[src/rtl/align_pkg.sv]
package align_pkg;

  // (a - b) modulo m, both operands already below m
  function automatic int unsigned mod_sub(input int unsigned a, input int unsigned b,
                                          input int unsigned m);
    return (a >= b) ? (a - b) : (a + m - b);
  endfunction

  // a + 1 modulo m
  function automatic int unsigned mod_inc(input int unsigned a, input int unsigned m);
    return (a + 1 == m) ? 0 : a + 1;
  endfunction

  // latency allowance in whole sample steps, rounded up
  function automatic int unsigned delay_steps(input int unsigned hz, input int unsigned spc,
                                              input int unsigned us);
    return (us * hz * spc + 999999) / 1000000;
  endfunction

endpackage

[src/rtl/align_timebase.sv]
module align_timebase
  import align_pkg::*;
#(
  parameter int CW  = 13,
  parameter int M50 = 4000,
  parameter int M60 = 4800,
  parameter int D50 = 8,
  parameter int D60 = 10
) (
  input  logic          clk,
  input  logic          rst_n,
  input  logic          tick,
  input  logic          freq_60,
  output logic [CW-1:0] modulus,
  output logic [CW-1:0] rel_ptr,
  output logic          fire
);

  logic [CW-1:0] dly;
  logic [CW-1:0] warm;

  assign modulus = freq_60 ? CW'(M60) : CW'(M50);
  assign dly     = freq_60 ? CW'(D60) : CW'(D50);
  assign fire    = tick && (warm == dly);

  always_ff @(posedge clk) begin
    if (!rst_n) begin
      rel_ptr <= CW'(32'(modulus) - 32'(dly));
      warm    <= '0;
    end else if (tick) begin
      rel_ptr <= CW'(mod_inc(32'(rel_ptr), 32'(modulus)));
      if (warm != dly) warm <= warm + 1'b1;
    end
  end

  AST_PTR_IN_RANGE: assert property (@(posedge clk) disable iff (!rst_n)
    rel_ptr < modulus);
  AST_PTR_WRAP: assert property (@(posedge clk) disable iff (!rst_n)
    tick && (rel_ptr == modulus - 1'b1) |=> rel_ptr == '0);
  AST_PTR_HOLD: assert property (@(posedge clk) disable iff (!rst_n)
    !tick |=> $stable(rel_ptr));

endmodule

[src/rtl/align_lane.sv]
module align_lane
  import align_pkg::*;
#(
  parameter int CW    = 13,
  parameter int DW    = 16,
  parameter int LW    = 8,
  parameter int DEPTH = 32
) (
  input  logic          clk,
  input  logic          rst_n,
  input  logic [CW-1:0] modulus,
  input  logic [CW-1:0] rel_ptr,
  input  logic          tick,
  input  logic          in_vld,
  input  logic [CW-1:0] in_cnt,
  input  logic [DW-1:0] in_dat,
  input  logic          in_qok,
  output logic          rel_ok,
  output logic [DW-1:0] rel_dat,
  output logic [LW-1:0] late_cnt
);

  localparam int ASW = $clog2(DEPTH);
  localparam logic [LW-1:0] LMAX = '1;

  logic [DW-1:0]    mem [DEPTH];
  logic [DEPTH-1:0] full;
  logic [DW-1:0]    last_val;
  logic [CW-1:0]    off;
  logic             in_range, hit, wr_en, drop;
  logic [ASW-1:0]   wr_slot, rel_slot;

  assign wr_slot  = in_cnt[ASW-1:0];
  assign rel_slot = rel_ptr[ASW-1:0];
  assign in_range = in_cnt < modulus;
  assign off      = CW'(mod_sub(32'(in_cnt), 32'(rel_ptr), 32'(modulus)));
  assign hit      = in_range && (off < CW'(DEPTH)) && !(tick && off == '0);
  assign wr_en    = in_vld && in_qok && hit;
  assign drop     = in_vld && in_qok && !hit;

  assign rel_ok  = full[rel_slot];
  assign rel_dat = full[rel_slot] ? mem[rel_slot] : last_val;

  always_ff @(posedge clk) begin
    if (wr_en) mem[wr_slot] <= in_dat;
  end

  always_ff @(posedge clk) begin
    if (!rst_n) begin
      full     <= '0;
      last_val <= '0;
      late_cnt <= '0;
    end else begin
      if (tick) full[rel_slot] <= 1'b0;
      if (wr_en) begin
        full[wr_slot] <= 1'b1;
        last_val      <= in_dat;
      end
      if (drop && late_cnt != LMAX) late_cnt <= late_cnt + 1'b1;
    end
  end

  AST_WRITE_AVOIDS_RELEASE: assert property (@(posedge clk) disable iff (!rst_n)
    tick && wr_en |-> wr_slot != rel_slot);
  AST_LATE_MONOTONE: assert property (@(posedge clk) disable iff (!rst_n)
    1'b1 |=> late_cnt >= $past(late_cnt));
  AST_LATE_STEP: assert property (@(posedge clk) disable iff (!rst_n)
    drop && late_cnt != LMAX |=> late_cnt == $past(late_cnt) + 1'b1);
  AST_BADQ_NO_EFFECT: assert property (@(posedge clk) disable iff (!rst_n)
    in_vld && !in_qok |=> $stable(last_val) && $stable(late_cnt));

endmodule

[src/rtl/stream_aligner.sv]
module stream_aligner
  import align_pkg::*;
#(
  parameter int N_SRC    = 3,
  parameter int CW       = 13,
  parameter int DW       = 16,
  parameter int LW       = 8,
  parameter int DEPTH    = 32,
  parameter int SPC      = 80,
  parameter int DELAY_US = 2000
) (
  input  logic                clk,
  input  logic                rst_n,
  input  logic                freq_60,
  input  logic                tick,
  input  logic [N_SRC-1:0]    src_vld,
  input  logic [N_SRC*CW-1:0] src_cnt,
  input  logic [N_SRC*DW-1:0] src_dat,
  input  logic [N_SRC-1:0]    src_qok,
  output logic                out_vld,
  output logic [CW-1:0]       out_cnt,
  output logic [N_SRC*DW-1:0] out_dat,
  output logic [N_SRC-1:0]    out_ok,
  output logic [N_SRC*LW-1:0] late_cnt
);

  localparam int M50 = 50 * SPC;
  localparam int M60 = 60 * SPC;
  localparam int D50 = int'(delay_steps(50, SPC, DELAY_US));
  localparam int D60 = int'(delay_steps(60, SPC, DELAY_US));

  logic [CW-1:0]       modulus, rel_ptr;
  logic                fire;
  logic [N_SRC-1:0]    lane_ok;
  logic [N_SRC*DW-1:0] lane_dat;

  align_timebase #(.CW(CW), .M50(M50), .M60(M60), .D50(D50), .D60(D60)) u_tb (
    .clk(clk), .rst_n(rst_n), .tick(tick), .freq_60(freq_60),
    .modulus(modulus), .rel_ptr(rel_ptr), .fire(fire)
  );

  for (genvar s = 0; s < N_SRC; s++) begin : g_lane
    align_lane #(.CW(CW), .DW(DW), .LW(LW), .DEPTH(DEPTH)) u_lane (
      .clk(clk), .rst_n(rst_n), .modulus(modulus), .rel_ptr(rel_ptr), .tick(tick),
      .in_vld(src_vld[s]), .in_cnt(src_cnt[s*CW +: CW]), .in_dat(src_dat[s*DW +: DW]),
      .in_qok(src_qok[s]), .rel_ok(lane_ok[s]), .rel_dat(lane_dat[s*DW +: DW]),
      .late_cnt(late_cnt[s*LW +: LW])
    );
  end

  always_ff @(posedge clk) begin
    if (!rst_n) begin
      out_vld <= 1'b0;
      out_cnt <= '0;
      out_dat <= '0;
      out_ok  <= '0;
    end else begin
      out_vld <= fire;
      if (fire) begin
        out_cnt <= rel_ptr;
        out_dat <= lane_dat;
        out_ok  <= lane_ok;
      end
    end
  end

  AST_OUT_FOLLOWS_TICK: assert property (@(posedge clk) disable iff (!rst_n)
    out_vld |-> $past(tick));
  AST_OUT_CNT_RANGE: assert property (@(posedge clk) disable iff (!rst_n)
    out_vld |-> out_cnt < modulus);

endmodule

[config.mk]
export PLATFORM = sky130hd
export DESIGN_NAME = stream_aligner
export DESIGN_NICKNAME = d
export VERILOG_FILES = /design/src/rtl/align_pkg.sv /design/src/rtl/align_timebase.sv /design/src/rtl/align_lane.sv /design/src/rtl/stream_aligner.sv
export SDC_FILE = /design/constraint.sdc
export NUM_CORES = 2
export LEC_CHECK = 0
export BUFFER_PORTS_ARGS = -buffer_cell sky130_fd_sc_hd__buf_2
export CORE_ASPECT_RATIO = 0.75
export CORE_MARGIN = 3
export CORE_UTILIZATION = 40
export CTS_CLUSTER_DIAMETER = 30
export DETAILED_ROUTE_END_ITERATION = 16
export GPL_TIMING_DRIVEN = 0
export PLACE_DENSITY = 0.6
export SLEW_MARGIN = 20
export SYNTH_ARGS = -nofsm -noshare
export SYNTH_HDL_FRONTEND = slang
export SYNTH_SLANG_ARGS = --single-unit
export TNS_END_PERCENT = 20
[constraint.sdc]
create_clock -name clk -period 6.8 [get_ports clk]
set_clock_uncertainty 0.1 [all_clocks]
set_input_delay 1.02 -clock clk [delete_from_list [all_inputs] [get_ports clk]]
set_output_delay 1.02 -clock clk [all_outputs]
set_load 0.01 [all_outputs]
==> key figures <==
Detailed routing
  • Via count: 44500
  • Final wirelength: about 210000 um
  • Initial DRC Count: 6129
  • Routed len/inst: 27.9 um
  • Mean number of vias per cell: 5.79
  • DRT Pass-1 Iters: 8
  • # DRC: 0
  • Post-route ant nets: 0

Floorplan
  • I/O Pins: 186
  • # rows: 136
  • Initial core utilization: approximately 40%
  • Die Wd: 505 um
  • Die height: 380 um
  • Die area: 192000 um^2
  • Core Region: 184000 um^2

Critical path
  • FF-to-FF setup slack: 260 ps
  • Worst EP arrival: between 7000 and 8000 ps
  • Worst EP required: 7280 ps
  • CP Capture Type: flop
  • Worst Reg2Reg Path Length in Cells: 17
  • Crit Path Max Fanout: 21
  • RR Startpoint: u_tb.rel_ptr[3]
  • WS Path Type: input port to flop
  • Startpoint Class: input port
  • R2R Path End: g_lane[1].u_lane.mem[23][7]

Synth
  • Post-synthesis cell count: roughly 4300
  • Seq cells post-synth: 1800
  • Cell Area, Synth: 74600 um^2
  • Ys async rst share: 0%
  • Post-synth EDFFs: 1549
  • Average instance area after synthesis: 17.4 um^2
  • Top FF cell, synth: edfxtp_1
  • Syn nets: between 4000 and 5000
  • Yosys cell types: 86
  • Ys Warns: 0
  • Register area share after synthesis: 69.1%

GRT
  • First-pass GRT wire length: between 300000 and 400000 um
  • Antenna violations before repair: 19
  • GRT overflow: 0
  • Vias in the first global route: 43500
  • Total GRT Usage: roughly 22%
  • Pin count of the biggest net entering global routing: 34

STA
  • Tcrit/Tclk final: 96.6%
  • Final slew viol count: 0
  • Max Fclk: 0.152 GHz
  • Minimum clock period: 6570 ps
  • PnR worst setup slack: 230 ps
  • Slew HR: 18.2%
  • Setup violators final: 0
  • Hold Vio Cnt, Final: 0
  • Worst-Margin Slew: between 1000 and 1500 ps

Final layout
  • Layout cells sized above 1: 30.1%
  • Area growth syn-to-layout: 23.4%
  • Most frequent cells in the layout: edfxtp_1, mux4_2, clkbuf_16
  • Filler cells: 14900
  • Final Cell Area: 92100 um^2
  • Nets: 5171
  • Most common cell after layout, fill and taps aside: edfxtp_1

CTS
  • CTS Buf Count: 325
  • Clock transition at path regs: ~50 ps
  • Clk Latency, worst-skew pair: 880 ps
  • TritonCTS clock tree: built
  • Clock buffer depth: 4
  • H-tree Lvls: 5
  • Clock root buffer: clkbuf_16
  • CTS sink cnt: 1800

Hold path
  • Worst Hold Class: flop to flop
  • Hold Path Origin: g_lane[1].u_lane.full[14]
  • Hold depth: 2
  • Hold path endpoint: g_lane[1].u_lane.full[14]

Job
  • Maxcap violations: 0

Placement
  • Final HPWL DP: 146000 um
  • Place WS: -2510 ps
  • Gpl congestion: 0.893
  • Placed instance area: around 80000 um^2
  • PortBufs: 185

Pwr
  • Max VDD drop: 279 uV
  • PD cells: 334 nW/um^2
  • Overall Power: 30.8 mW
  • Leak pwr: 30.6 nW

Run status
  • Status: complete, no violations
## final cells by class
| type | count | area [um^2] | share of cell area [%] |
|---|---|---|---|
| Sequential cell | 1800 | 51500 | 56.0 |
| Clock buffer | 369 | 8670 | 9.42 |
| Buffer | 227 | 941 | 1.02 |
| Antenna cell | 5 | 12.5 | 0.0136 |
| Tap cell | 2484 | 3110 | 3.38 |
| Inverter | 76 | 292 | 0.317 |
| Clock inverter | 207 | 2280 | 2.48 |
| Multi-Input combinational cell | 2192 | 22500 | 24.5 |
| Timing Repair Buffer | 318 | 2680 | 2.91 |
## logic make-up (layout without fill, tap and decap cells)
logic type                 count (synthesis)  in the layout  synth area share [%]
adders and majority gates                134            134                  2.55
DFF                                     1800           1800                  69.1
AOI/OAI and AO/OA                        542            542                  4.45
muxes                                    587            587                  16.4
other                                      0              5                     0
buffers and inverters                    305           1197                  1.60
xor gates and xnor gates                  55             55                 0.646
and+or+nand+nor                          874            874                  5.34
## worst max-delay path by stage
stage / startpoint / end / slack (ps) / cells after the start
floorplan: freq_60 / g_lane[2].u_lane.mem[0][0] / -490 / 17
global placement: freq_60 / g_lane[2].u_lane.mem[0][0] / -3870 / 18
detailed placement: freq_60 / g_lane[1].u_lane.mem[1][10] / -2510 / 19
CTS: u_tb.rel_ptr[1] / g_lane[2].u_lane.mem[12][15] / -60 / 19
global route: freq_60 / g_lane[0].u_lane.mem[9][6] / -6 / 17
finish: freq_60 / g_lane[1].u_lane.mem[23][7] / 230 / 19
## what timing repair did
item                                    4_1_cts  5_1_grt
resized for setup                            10       19
pin swaps                                    31        2
buffers inserted                             42        2
endpoints found under the setup margin     1578      883
hold buffers                                  0        0
## synth_stat cells (11+ instances only)
| cell type | number | area [um^2] |
|---|---|---|
| nor4_1 | 11 | 68.8 |
| or3_1 | 29 | 181 |
| or4_1 | 11 | 82.6 |
| buf_2 | 13 | 65.1 |
| nor2b_1 | 15 | 93.8 |
| nand2_1 | 277 | 1040 |
| mux2i_1 | 63 | 631 |
| dfxtp_1 | 251 | 5020 |
| xnor2_1 | 30 | 263 |
| a31oi_1 | 27 | 169 |
| a211oi_1 | 39 | 293 |
| ha_1 | 104 | 1300 |
| nand4_1 | 25 | 156 |
| o21ai_1 | 30 | 150 |
| mux2_2 | 19 | 214 |
| edfxtp_1 | 1549 | 46500 |
| mux4_2 | 504 | 11400 |
| o211ai_1 | 14 | 105 |
| o21ai_0 | 160 | 801 |
| buf_1 | 41 | 154 |
| inv_1 | 74 | 278 |
| nand2b_1 | 20 | 125 |
| a21o_1 | 16 | 120 |
| a21oi_1 | 144 | 721 |
| nand3_1 | 81 | 405 |
| fa_1 | 30 | 601 |
| xor2_1 | 25 | 219 |
| o21ai_2 | 12 | 105 |
| nor2_1 | 287 | 1080 |
| nor3_1 | 55 | 275 |
| clkbuf_1 | 169 | 634 |
| and3_1 | 17 | 106 |
## state kept, by name, summed over array words and instances, names as in the netlist, named ones only
register                flops
g_lane.u_lane.mem        1536
g_lane.u_lane.full         96
out_dat                    48
out_ok                      3
out_vld                     1
u_tb.warm                  13
u_tb.rel_ptr               13
g_lane.u_lane.late_cnt     24
g_lane.u_lane.last_val     48
out_cnt                    13
## routing by layer
metal  share of wire (%)  vias up  global-route usage [%]
li1                    -    18600                       -
met1                  45    23100                    34.3
met2                  43     2367                    30.9
met3                 9.7      380                    4.77
met4                 2.5        6                    6.34
met5               0.016        -                       0
## power by group
| group | internal, mW | switching (mW) | total, mW |
|---|---|---|---|
| Clock | 10.6 | 5.53 | 16.1 |
| Sequential | 12.0 | 0.0220 | 12.0 |
| Combinational | 1.05 | 1.60 | 2.65 |
| Total | 23.6 | 7.15 | 30.8 |
## critical path, cell delays in order
cell,delay (ps)
buf_2,360
buf_2,430
inv_4,270
fa_1,590
inv_1,40
ha_1,330
and2_1,210
a31oi_1,280
a21oi_1,140
or2_1,270
a2111oi_2,320
nand4_1,240
a211oi_4,460
nand3_2,360
buf_2,310
or2_2,310
clkbuf_1,470
nor2_4,370
buf_16,190
## per-stage QoR
stage	setup TNS, ps	utilization (%)	hold WS, ps	cells
5_1_grt	-18.3	49.9	357	7675
4_1_cts	-568	49.9	307	7671
3_3_place_gp	-4984200	42.7	330	6966
6_report	0	50.0	348	7678
2_1_floorplan	-139230	-	320	4297
3_5_place_dp	-2840430	43.5	339	7054
Power figures use the tool's default switching activity.
